`src/rtl/burst_seq_pkg.sv`:
```
package burst_seq_pkg;

    typedef enum logic {
        ORDER_LINEAR     = 1'b0,
        ORDER_INTERLEAVE = 1'b1
    } burst_order_e;

    typedef enum logic [1:0] {
        OP_HOLD = 2'd0,
        OP_LOAD = 2'd1,
        OP_STEP = 2'd2
    } seq_op_e;

    function automatic seq_op_e decode_op(input logic rst, input logic clk_en, input logic ld_n);
        if (rst)          return OP_LOAD;
        else if (!clk_en) return OP_HOLD;
        else if (!ld_n)   return OP_LOAD;
        else              return OP_STEP;
    endfunction

endpackage

```
`src/rtl/burst_beat_counter.sv`:
```
module burst_beat_counter
    import burst_seq_pkg::*;
#(
    parameter int CNT_W = 2
) (
    input  logic             clk,
    input  logic             rst,
    input  seq_op_e          op,
    output logic [CNT_W-1:0] beat,
    output logic [CNT_W-1:0] beat_nxt
);
    assign beat_nxt = beat + CNT_W'(1);

    always_ff @(posedge clk) begin
        if (rst) begin
            beat <= '0;
        end else begin
            unique case (op)
                OP_LOAD: beat <= '0;
                OP_STEP: beat <= beat_nxt;
                default: beat <= beat;
            endcase
        end
    end
endmodule

```
`src/rtl/burst_start_reg.sv`:
```
module burst_start_reg
    import burst_seq_pkg::*;
#(
    parameter int ADDR_W = 20
) (
    input  logic              clk,
    input  logic              rst,
    input  seq_op_e           op,
    input  logic [ADDR_W-1:0] addr_in,
    output logic [ADDR_W-1:0] start_addr
);
    always_ff @(posedge clk) begin
        if (rst) begin
            start_addr <= '0;
        end else if (op == OP_LOAD) begin
            start_addr <= addr_in;
        end
    end
endmodule

```
`src/rtl/burst_low_gen.sv`:
```
module burst_low_gen
    import burst_seq_pkg::*;
#(
    parameter int CNT_W = 2
) (
    input  logic             clk,
    input  logic             rst,
    input  seq_op_e          op,
    input  burst_order_e     order,
    input  logic [CNT_W-1:0] load_low,
    input  logic [CNT_W-1:0] start_low,
    input  logic [CNT_W-1:0] beat_nxt,
    output logic [CNT_W-1:0] cur_low
);
    logic [CNT_W-1:0] lin_nxt;
    logic [CNT_W-1:0] ilv_nxt;
    logic [CNT_W-1:0] step_nxt;

    assign lin_nxt = cur_low + CNT_W'(1);

    for (genvar b = 0; b < CNT_W; b++) begin : g_ilv_bit
        assign ilv_nxt[b] = start_low[b] ^ beat_nxt[b];
    end

    assign step_nxt = (order == ORDER_INTERLEAVE) ? ilv_nxt : lin_nxt;

    always_ff @(posedge clk) begin
        if (rst) begin
            cur_low <= '0;
        end else begin
            unique case (op)
                OP_LOAD: cur_low <= load_low;
                OP_STEP: cur_low <= step_nxt;
                default: cur_low <= cur_low;
            endcase
        end
    end
endmodule

```
`src/rtl/burst_addr_seq.sv`:
```
module burst_addr_seq
    import burst_seq_pkg::*;
#(
    parameter int ADDR_W = 20,
    parameter int CNT_W  = 2
) (
    input  logic              clk,
    input  logic              rst,
    input  logic              clk_en,
    input  logic              ld_n,
    input  logic              order,
    input  logic [ADDR_W-1:0] addr_in,
    output logic [ADDR_W-1:0] addr_out
);
    localparam int HI_W = ADDR_W - CNT_W;

    seq_op_e           op;
    burst_order_e      order_sel;
    logic [CNT_W-1:0]  beat;
    logic [CNT_W-1:0]  beat_nxt;
    logic [ADDR_W-1:0] start_addr;
    logic [CNT_W-1:0]  cur_low;

    assign op        = decode_op(1'b0, clk_en, ld_n);
    assign order_sel = burst_order_e'(order);

    burst_beat_counter #(.CNT_W(CNT_W)) u_beat (
        .clk      (clk),
        .rst      (rst),
        .op       (op),
        .beat     (beat),
        .beat_nxt (beat_nxt)
    );

    burst_start_reg #(.ADDR_W(ADDR_W)) u_start (
        .clk        (clk),
        .rst        (rst),
        .op         (op),
        .addr_in    (addr_in),
        .start_addr (start_addr)
    );

    burst_low_gen #(.CNT_W(CNT_W)) u_low (
        .clk       (clk),
        .rst       (rst),
        .op        (op),
        .order     (order_sel),
        .load_low  (addr_in[CNT_W-1:0]),
        .start_low (start_addr[CNT_W-1:0]),
        .beat_nxt  (beat_nxt),
        .cur_low   (cur_low)
    );

    assign addr_out = {start_addr[ADDR_W-1:CNT_W], cur_low};

    logic [HI_W-1:0] unused_hi;
    assign unused_hi = start_addr[ADDR_W-1:CNT_W];
endmodule

```
`config.mk`:
```
export PLATFORM = sky130hd
export DESIGN_NAME = burst_addr_seq
export DESIGN_NICKNAME = d
export VERILOG_FILES = /design/src/rtl/burst_seq_pkg.sv /design/src/rtl/burst_beat_counter.sv /design/src/rtl/burst_start_reg.sv /design/src/rtl/burst_low_gen.sv /design/src/rtl/burst_addr_seq.sv
export SDC_FILE = /design/constraint.sdc
export NUM_CORES = 1
export LEC_CHECK = 0
export BUFFER_PORTS_ARGS = -buffer_cell sky130_fd_sc_hd__buf_2
export CAP_MARGIN = 20
export CORE_MARGIN = 1
export CORE_UTILIZATION = 48
export CTS_BUF_LIST = sky130_fd_sc_hd__clkbuf_8
export DETAILED_ROUTE_END_ITERATION = 16
export MAX_ROUTING_LAYER = met4
export PLACE_DENSITY_LB_ADDON = 0.1
export SLEW_MARGIN = 20
export SYNTH_ARGS = -nofsm -noshare
export SYNTH_HDL_FRONTEND = slang
export SYNTH_SLANG_ARGS = --single-unit
```
`constraint.sdc`:
```
create_clock -name clk -period 1.4 [get_ports clk]
set_input_delay 0.14 -clock clk [delete_from_list [all_inputs] [get_ports clk]]
set_output_delay 0.14 -clock clk [all_outputs]
set_load 0.02 [all_outputs]
```
==> reports/metrics.yaml <==
setup_path:
  worstPathArrival_ns: 1.30
  cp_max_fo: 2
  r2r_cells: 3
  critPathSlowestCell: "xnor3_1"
  critical_path.top_delay_family: "XOR/XNOR gates"
  cp_num_buf_inv: 0
  required_ns: 1.59
  cp_cell_sequence: "xnor3_1 -> and2_1 -> o22ai_1"
  start_kind: "flop"
  crit_type: "reg2reg"
  cp.depth: 3
  cp-end-kind: "flop"
  cp_slowest_stage_delay_ns: 0.38
yosys:
  ys_ff_latch: 24
  yosysSeqAreaShare_pct: 45.2
  synth-simple-area-share_pct: 20.1
  synth_area_mm2: 0.00106
  synth_area_per_cell_um2: 8.00
  synth-compound-area-share_pct: 15.4
  synth_mux_area_share_pct: 0
  synthCells: 133
  synth_top_cell_area_share_pct: 45.2
  yosys.area_share.adder_pct: 0
  yosysWarnings: 0
  synth_xor_area_share_pct: 2.94
  synth.distinct_cells: 24
  synth.net_count: 158
  synth_largest_area_cell: "dfxtp_1"
  synth_top_family_by_area: "simple AND/OR/NAND/NOR gates"
  synth.area.top_cells: "dfxtp_1, nand2_1, buf_4"
power_and_ir_drop:
  power.density_mw_per_mm2: 1130
  power_w: 0.00138
  max-vdd-ir-drop_uv: 718
  p_leak_nw: 0.568
cells_and_area:
  final_common_cell: "buf_2"
  antenna_cells: 0
  drive_gt1_share_pct: 32.1
  final_util_pct: 60.8
  final_nets: 185
  stdcell_area_mm2: 0.00123
  area_delta_synth_final_pct: 15.5
  num-fill-cells: 197
  final_cell_mix: "buf_2, nand2_1, dfxtp_1"
  multi_input_area_um2: 409
  regArea_um2: 480
drt:
  drt_iter0_markers: 14
  drt_wl_total_um: 1910
  via_per_inst: 4.92
  drc: 0
  vias: 916
  wire_per_inst_um: 10.3
  first_pass_iters: 4
  detail-route-antenna-nets: 0
global_route:
  grt_pass1_vias: 828
  grtUsageMet3_pct: 1.87
  grt_max_degree: 26
  grt_overflow_total: 0
  grt.met1_usage_pct: 22.0
  track_usage_pct: 19.0
  grt_pass1_wl_um: 3470
  grt-busiest-layer: "met2"
  antenna_found_initial: 0
  met2_usage_pct: 32.2
clock_network:
  post_cts_resized: 0
  cts_buffers: 3
  cts_root_buffer: "clkbuf_8"
  post_cts_buffers: 0
  h-tree-depth: 1
  cts_buffer_depth: 2
  cts-hold-fix-buffers: 0
  clock_latency_ns: 0.26
  cts_tree: "yes"
  clk_pin_slew_ns: 0.08
  numClockSinks: 24
placed_design:
  io_buffers: 44
  gp_congestion: 0.770
  hpwl_um: 1390
  placed_area_mm2: 0.00117
floorplanning:
  die_x_um: 49.1
  start_util_pct: 52.6
  die_area_mm2: 0.00241
  io_pins: 45
  dieHeight_um: 49.1
  core_region_area_mm2: 0.00202
  rows: 16
timing:
  rsz0062_at_grt: "false"
  whs_ns: 0.108
  timing.fmax_mhz: 901
  finalHoldViolCount: 0
  skew_ns: 0.00415
  finalMaxSlewViolations: 0
  slew_headroom_pct: 71.9
  setup_tns_ns: 0
  tightest_slew_ns: 0.422
  setup_viol: 0
  period_minus_slack_ns: 1.11
  post-route-period-util_pct: 79.3
min_path:
  hold_class: "in2reg"
  worstHoldPathCells: 3
run_status:
  run_status: "completed"
run:
  max_cap_violations: 0
==> stage by stage <==
stage / instances / setup WS (ns)
floorplan: 133 / 0.380
global placement: 182 / 0.360
detailed placement: 182 / 0.315
CTS: 186 / 0.305
global route: 186 / 0.245
finish: 186 / 0.290
==> synthesized netlist by cell type <==
library cell / n
nand3_1: 1
and2_1: 1
and3b_1: 1
nor2b_1: 1
a22oi_1: 1
xnor2_1: 1
and2b_1: 1
clkbuf_1: 3
a21oi_1: 23
o41ai_1: 1
nor2_1: 2
o2111ai_1: 1
buf_2: 4
nand2_1: 40
o22ai_1: 1
nand2b_1: 1
nand3b_1: 1
dfxtp_1: 24
nand4b_1: 1
o21a_1: 1
inv_1: 2
xnor3_1: 1
buf_4: 18
o21ai_0: 2
==> report_power, final <==
group | internal [W] | switching [W] | total, W
clock network | 0.000250 | 0.000201 | 0.000451
logic | 0.0000841 | 0.000114 | 0.000198
registers | 0.000715 | 0.0000197 | 0.000735
total | 0.00105 | 0.000335 | 0.00138
==> worst paths after layout <==
kind	startpoint	end	slack (ns)
worst min-delay path	addr_in[12]	u_start.start_addr[12]	0.11
worst min register to register	u_start.start_addr[5]	u_start.start_addr[5]	0.45
worst max-delay path	u_start.start_addr[1]	u_low.cur_low[1]	0.29
worst max register to register	u_start.start_addr[1]	u_low.cur_low[1]	0.29
==> worst reg2reg max path: stages, from the launching register on <==
cell	delay (ns)
dfxtp_1	0.33
xnor3_1	0.38
and2_1	0.16
o22ai_1	0.16
==> kinds of logic after synthesis <==
| family | Yosys count |
|---|---|
| AND/OR/NAND/NOR | 50 |
| buffers and inverters | 27 |
| XOR/XNOR | 2 |
| AO/OA/AOI/OAI | 30 |
| flip-flops | 24 |
==> registers in the layout (all words and copies together), names as in the netlist <==
register and cells:
u_beat.beat 2, u_low.cur_low 2, u_start.start_addr 20
==> cell type report <==
type / count / share of cell area, %
clock buffers: 4 / 4.48
inverters: 2 / 0.611
multi-input cells: 82 / 33.3
flip-flops and latches: 24 / 39.1
well taps: 27 / 2.75
repair buffers: 47 / 19.8
==> per-layer routing <==
metal  share of wire [%]  routed length [um]
met5                   0                   0
met4                 1.8                  35
met3                 5.0                  95
met2                  47                 897
met1                  46                 884
Power figures use the tool's default switching activity.
